--- config.mk ---
export PLATFORM = sky130hd
export DESIGN_NAME = lookahead_adder
export DESIGN_NICKNAME = d
export VERILOG_FILES = /design/src/rtl/lookahead_pkg.sv /design/src/rtl/cla_bit_gp.sv /design/src/rtl/cla_lookahead.sv /design/src/rtl/cla_sum.sv /design/src/rtl/lookahead_adder.sv
export SDC_FILE = /design/constraint.sdc
export NUM_CORES = 1
export LEC_CHECK = 0
export ABC_CLOCK_PERIOD_IN_PS = 2100
export BUFFER_PORTS_ARGS = -buffer_cell sky130_fd_sc_hd__buf_2
export CORE_MARGIN = 8
export CORE_UTILIZATION = 45
export DETAILED_ROUTE_END_ITERATION = 10
export PLACE_DENSITY = 0.87
export SYNTH_ARGS = -nofsm -noshare
export SYNTH_HDL_FRONTEND = slang
export SYNTH_SLANG_ARGS = --single-unit
--- constraint.sdc ---
create_clock -name vclk -period 2.1
set_clock_uncertainty 0.1 [all_clocks]
set_input_delay 0.105 -clock vclk [all_inputs]
set_output_delay 0.105 -clock vclk [all_outputs]
set_load 0.01 [all_outputs]
--- src/rtl/lookahead_pkg.sv ---
// Package: lookahead_pkg
// Shared sizing for the two-level lookahead adder.
// Assumes the word width is an exact multiple of the slice span.
package lookahead_pkg;
    localparam int unsigned ADD_WIDTH  = 16;
    localparam int unsigned SLICE_SPAN = 4;
endpackage

--- src/rtl/cla_bit_gp.sv ---
// Module: cla_bit_gp
// Forms a per-bit generate (AND) and propagate (OR) for every operand bit.
// Assumes nothing about the operands; it is purely combinational.
module cla_bit_gp #(
    parameter int unsigned WIDTH = lookahead_pkg::ADD_WIDTH
) (
    input  logic [WIDTH-1:0] opa,
    input  logic [WIDTH-1:0] opb,
    output logic [WIDTH-1:0] gen,
    output logic [WIDTH-1:0] prop
);
    for (genvar i = 0; i < WIDTH; i++) begin : g_bit
        // Generate when both bits are set, propagate when either is set.
        assign gen[i]  = opa[i] & opb[i];
        assign prop[i] = opa[i] | opb[i];
    end
endmodule

--- src/rtl/cla_lookahead.sv ---
// Module: cla_lookahead
// Reusable lookahead block with SPAN generate/propagate input pairs.
// From a base carry it returns the carry into every slot, each one as a flat
// window expression. It also summarises the whole window as one group
// generate and one group propagate.
// Assumes the group outputs never depend on the base carry, which keeps the
// upward and downward paths of the tree free of loops.
module cla_lookahead #(
    parameter int unsigned SPAN = lookahead_pkg::SLICE_SPAN
) (
    input  logic [SPAN-1:0] g_in,
    input  logic [SPAN-1:0] p_in,
    input  logic            c_base,
    output logic [SPAN-1:0] c_slot,
    output logic            g_win,
    output logic            p_win
);
    // Group generate of slots hi-1..0, as a sum of products.
    function automatic logic win_gen(input logic [SPAN-1:0] g,
                                     input logic [SPAN-1:0] p,
                                     input int unsigned hi);
        logic acc;
        logic term;
        acc = 1'b0;
        for (int unsigned j = 0; j < SPAN; j++) begin
            if (j < hi) begin
                term = g[j];
                for (int unsigned m = 0; m < SPAN; m++) begin
                    if (m > j && m < hi) term = term & p[m];
                end
                acc = acc | term;
            end
        end
        return acc;
    endfunction

    // Group propagate of slots hi-1..0.
    function automatic logic win_prop(input logic [SPAN-1:0] p,
                                      input int unsigned hi);
        logic acc;
        acc = 1'b1;
        for (int unsigned m = 0; m < SPAN; m++) begin
            if (m < hi) acc = acc & p[m];
        end
        return acc;
    endfunction

    // Carry into each slot, from the window below it and the base carry.
    always_comb begin
        for (int unsigned i = 0; i < SPAN; i++) begin
            c_slot[i] = win_gen(g_in, p_in, i) | (win_prop(p_in, i) & c_base);
        end
    end

    // Summary of the whole window, independent of the base carry.
    always_comb begin
        g_win = win_gen(g_in, p_in, SPAN);
        p_win = win_prop(p_in, SPAN);
    end
endmodule

--- src/rtl/cla_sum.sv ---
// Module: cla_sum
// Forms each sum bit from its operand pair and the carry into that bit.
// Assumes the carries are already resolved by the lookahead tree.
module cla_sum #(
    parameter int unsigned WIDTH = lookahead_pkg::ADD_WIDTH
) (
    input  logic [WIDTH-1:0] opa,
    input  logic [WIDTH-1:0] opb,
    input  logic [WIDTH-1:0] cin_bits,
    output logic [WIDTH-1:0] sum_bits
);
    for (genvar i = 0; i < WIDTH; i++) begin : g_sum
        // Three-way exclusive OR per bit.
        assign sum_bits[i] = opa[i] ^ opb[i] ^ cin_bits[i];
    end
endmodule

--- src/rtl/lookahead_adder.sv ---
// Module: lookahead_adder
// Two-level carry-lookahead adder. Bit generate/propagate feeds one
// first-level block per slice. The slice summaries feed a single
// second-level block, which returns the carry into each slice.
// The carry-out comes from the whole-word summary.
// Assumes WIDTH = SPAN * number of slices, with no more slices than one
// lookahead block can take. No clock and no state.
module lookahead_adder #(
    parameter int unsigned WIDTH = lookahead_pkg::ADD_WIDTH,
    parameter int unsigned SPAN  = lookahead_pkg::SLICE_SPAN
) (
    input  logic [WIDTH-1:0] opnd_a,
    input  logic [WIDTH-1:0] opnd_b,
    input  logic             carry_in,
    output logic [WIDTH-1:0] sum,
    output logic             carry_out
);
    localparam int unsigned NGRP = WIDTH / SPAN;

    logic [WIDTH-1:0] bit_g;
    logic [WIDTH-1:0] bit_p;
    logic [WIDTH-1:0] bit_c;
    logic [NGRP-1:0]  grp_g;
    logic [NGRP-1:0]  grp_p;
    logic [NGRP-1:0]  grp_cin;
    logic             word_g;
    logic             word_p;

    cla_bit_gp #(.WIDTH(WIDTH)) u_gp (
        .opa  (opnd_a),
        .opb  (opnd_b),
        .gen  (bit_g),
        .prop (bit_p)
    );

    // First level: one lookahead block per slice.
    for (genvar k = 0; k < NGRP; k++) begin : g_slice
        cla_lookahead #(.SPAN(SPAN)) u_lvl1 (
            .g_in   (bit_g[k*SPAN +: SPAN]),
            .p_in   (bit_p[k*SPAN +: SPAN]),
            .c_base (grp_cin[k]),
            .c_slot (bit_c[k*SPAN +: SPAN]),
            .g_win  (grp_g[k]),
            .p_win  (grp_p[k])
        );
    end

    // Second level: the same block over the slice summaries.
    cla_lookahead #(.SPAN(NGRP)) u_lvl2 (
        .g_in   (grp_g),
        .p_in   (grp_p),
        .c_base (carry_in),
        .c_slot (grp_cin),
        .g_win  (word_g),
        .p_win  (word_p)
    );

    // Carry out of the whole word from its summary.
    assign carry_out = word_g | (word_p & carry_in);

    cla_sum #(.WIDTH(WIDTH)) u_sum (
        .opa      (opnd_a),
        .opb      (opnd_b),
        .cin_bits (bit_c),
        .sum_bits (sum)
    );
endmodule

# Word-level counts from Yosys, hierarchy flattened
# Cells that the tools add are included.
[op_classes] n_bitwise=171
[op_table] operator="$and 1x1->1" n=77
[op_table] operator="$or 1x1->1" n=62
[op_table] operator="$xor 1x1->1" n=32
[totals] regBits=0 input_bits=33 out_inout_bits=17 word_cells=171

# Longest topological paths before layout
[depth] depth_word=15 ltp_mapped=9 mapped_depth_nobuf=9

# Modules after synthesis
# A second synthesis with hierarchy kept.
[unflattened] cells_unflattened=104 hier_area_um2=933.4
[by_module_without_submodules] module="cla_sum" cells_each=16 seq_area_each_um2=0.0 n_inst=1 area_per_inst_um2=380.4
[by_module_without_submodules] module="cla_lookahead" cells_each=11 seq_area_each_um2=0.0 n_inst=5 area_per_inst_um2=65.1
[by_module_without_submodules] module="cla_bit_gp" cells_each=32 seq_area_each_um2=0.0 n_inst=1 area_per_inst_um2=220.2
[by_module_without_submodules] module="lookahead_adder" cells_each=1 seq_area_each_um2=0.0 n_inst=1 area_per_inst_um2=7.5

# Worst setup path after synthesis
# OpenSTA, ideal clock, no wires.
[synth_path] kind="input -> output" startpoint="input opnd_a[1]" endpoint="output sum[13]" cell_stages=9 arrival_time_ps=2147 setup_slack_ps=-252 path_cell_list="inv_1 -> ha_1 -> nand2b_1 -> a21oi_1 -> o311a_2 -> or2_2 -> a311o_1 -> fa_1 -> xor2_1"
[synth_between] elab_chain_cells=15 word_cells_on_any_way=24 cone_classes="bitwise: 24"
[synth_lines] element="start, declared" line="lookahead_adder.sv:12" source="input logic [WIDTH-1:0] opnd_a,"
[synth_lines] element="$or 1x1->1" line="cla_bit_gp.sv:15" source="assign prop[i] = opa[i] | opb[i];"
[synth_lines] element="$and 1x1->1 (3 in series)" line="cla_lookahead.sv:29" source="if (m > j && m < hi) term = term & p[m];"
[synth_lines] element="$or 1x1->1 (3 in series)" line="cla_lookahead.sv:31" source="acc = acc | term;"
[synth_lines] element="$and 1x1->1 (2 in series)" line="cla_lookahead.sv:29"
[synth_lines] element="$or 1x1->1 (2 in series)" line="cla_lookahead.sv:31"
[synth_lines] element="$or 1x1->1 (*)" line="cla_lookahead.sv:51" source="c_slot[i] = win_gen(g_in, p_in, i) | (win_prop(p_in, i) & c_base);"
[synth_lines] element="$and 1x1->1 (*)" line="cla_lookahead.sv:51"
[synth_lines] element="$or 1x1->1 (*)" line="cla_lookahead.sv:51"
[synth_lines] element="$xor 1x1->1 (*)" line="cla_sum.sv:14" source="assign sum_bits[i] = opa[i] ^ opb[i] ^ cin_bits[i];"
[synth_lines] element="end, declared" line="lookahead_adder.sv:15" source="output logic [WIDTH-1:0] sum,"
# Mark *: on every way between the ends. The rest lies on a longest branch, timed or not.

# Worst setup path in the final report
[layout_path] startpoint="input opnd_a[7]" endpoint="output sum[12]"
[layout_between] elab_chain_cells=10 word_cells_on_any_way=19 cone_classes="bitwise: 19"
[layout_lines] element="$or 1x1->1" line="cla_bit_gp.sv:15"
[layout_lines] element="$and 1x1->1" line="cla_lookahead.sv:29"
[layout_lines] element="$or 1x1->1 (3 in series)" line="cla_lookahead.sv:31"
[layout_lines] element="$and 1x1->1" line="cla_lookahead.sv:29"
[layout_lines] element="$or 1x1->1 (2 in series)" line="cla_lookahead.sv:31"
[layout_lines] element="$or 1x1->1 (*)" line="cla_lookahead.sv:51"
[layout_lines] element="$xor 1x1->1 (*)" line="cla_sum.sv:14"
# Marks and branches as above.

==> flow_summary.json <==
{
  "netlist_area_um2": 1150,
  "setup_ws_ns": -0.200,
  "placedCellCount": 262,
  "outcome": "complete, but fails checks",
  "tightestPinTransition_ns": 0.522,
  "nClkBuffers": 0,
  "fin_crit_sh": 1.10,
  "critPathBufInv": 4,
  "synth_commonest_cells": "inv_1, ha_1, nor2_1",
  "arrival_ns": 2.09,
  "io_pins": 50,
  "violations": "setup timing",
  "peakVddDrop_uv": 231,
  "crit_family": "adder cells",
  "drt-total-wl_um": 3930,
  "ant_nets": 0,
  "instances_no_fill": 267,
  "syn_nets": 225,
  "coreArea_um2": 2450,
  "hp-class": "input port to output port",
  "holdPathStages": 3,
  "yosys-top-cells-area": "ha_1, inv_1, fa_1, a21oi_1, xor2_1",
  "cp_slowest_stage_delay_ns": 0.53,
  "critPathLaunchType": "input port",
  "vias_per_cell": 5.08,
  "cp.required_ns": 1.89,
  "finalCriticalPeriod_ns": 2.30,
  "path_cells": "buf_2 > inv_1 > ha_1 > inv_1 > a21oi_1 > nand3_2 > or2_4 > a311o_1 > fa_2 > buf_6",
  "drc": 0,
  "postSynthCellCount": 156,
  "setup_violations": 4,
  "syn_to_final_growth_pct": 75.3,
  "vias": 1356,
  "dpl.hpwl_um": 2680,
  "drt_first_pass_iters": 4,
  "grt_max_degree": 7,
  "power_density_nw_per_um2": 280,
  "rows": 18,
  "antenna_found_initial": 0,
  "final_nets": 308,
  "grt.total_usage": 0.153,
  "slew_headroom": 0.650,
  "preCtsSetupSlack_ns": -0.286,
  "avgSynthCellArea_um2": 7.40,
  "hold_viol": 0,
  "seq_cell_count": 0,
  "grt_pass1_wl_um": 5770,
  "clock.fmax_mhz": 435,
  "antenna_cells": 0,
  "leakagePower_nw": 1.07,
  "layout-drive-gt1-share": 0.540,
  "grt_pass1_vias": 1358,
  "maxCapViolCount": 0,
  "numPortBuffers": 50,
  "min_from": "opnd_b[12]",
  "synth.largest_area_cell": "ha_1",
  "rsz0062_at_grt": "yes",
  "regArea_um2": 0,
  "grt-ovfl-total": 0,
  "whs_endpoint": "sum[12]",
  "dieWidth_um": 66.7,
  "crit_path_max_fanout": 2,
  "cp_common_cell": "inv_1",
  "dieArea_um2": 4440,
  "drt_iter0_markers": 41,
  "ys_warn_count": 0,
  "synth_top_area_frac": 0.347,
  "yosysMostFrequentCell": "inv_1",
  "wl_per_cell_um": 14.7,
  "die_height_um": 66.7,
  "gp_congestion": 0.803,
  "ys_types": 37,
  "initial_utilization": 0.470,
  "critPathSlowestCell": "fa_2",
  "setup-tns-final_ns": -0.645,
  "yosysSeqAreaShare": 0,
  "critPathKind": "input port to output port",
  "end_kind": "output port",
  "drv_slew": 0,
  "final_core_util": 0.825
}
[tightest hold or removal path, stage by stage]
cell and delay, ns:
buf_2 0.12, fa_2 0.21, buf_6 0.10
[cell families (layout without fill, tap and decap cells)]
group                      count (synthesis)  after routing  share of synthesized area
adders and majority gates                 36             36                      0.416
AOI/OAI and AO/OA                         29             29                      0.194
muxes                                      2              2                     0.0184
buffers and inverters                     44            125                      0.143
xor gates and xnor gates                   7              7                     0.0531
and+or+nand+nor                           38             38                      0.176
[cell type report]
type,count,area [um^2]
Fill cell,147,430
Multi-Input combinational cell,112,1260
Tap cell,30,37.5
Inverter,44,183
Timing Repair Buffer,81,543
[cells in the final DEF, fill, tap and decap left out, drive strengths merged, types with 2 or more instances in the layout]
cell    instances
nor4            4
ha             32
nor3b           2
a211oi          2
nand2           7
a21oi           7
o21ai           4
nor2b           2
o41ai           2
nor2            9
o311a           3
fa              4
a211o           2
nand2b          4
or2             2
xnor2           3
nor3            4
inv            44
o21bai          2
xor2            4
a311oi          2
buf            81
[repair_timing]
item | 4_1_cts | 5_1_grt
setup endpoints to repair | 8 | 9
hold buffers | 0 | 0
pin swaps | 4 | 16
resized for setup | 21 | 40
setup buffers | 1 | 6
[routing by layer]
layer  wire [um]  global-route usage
met1        1550               0.175
met2        2120               0.303
met3         197              0.0185
met4          63                   0
met5           0                   0
[through the flow]
step,total power [W],instance area [um^2],hold slack [ns]
global placement,0.000446,1710,0.531
floorplan,0.000267,1230,0.298
global route,0.000623,2020,0.571
detailed placement,0.000456,1710,0.536
CTS,0.000497,1830,0.535
finish,0.000567,2020,0.540
[how the worst max path moves through the flow]
stage          slack (ns)  depth (start not counted)       from       to
2_1_floorplan       -0.02                          8  opnd_b[1]  sum[12]
3_3_place_gp        -0.26                         11  opnd_b[1]  sum[13]
3_5_place_dp        -0.29                         11  opnd_b[1]  sum[13]
4_1_cts             -0.20                         11  opnd_b[1]  sum[13]
5_1_grt             -0.26                         11  opnd_a[7]  sum[13]
6_report            -0.20                         10  opnd_a[7]  sum[12]
[power breakdown]
part           switching (W)  internal, W
clock                      0            0
sequential                 0            0
combinational       0.000277     0.000290
Power figures use the tool's default switching activity.
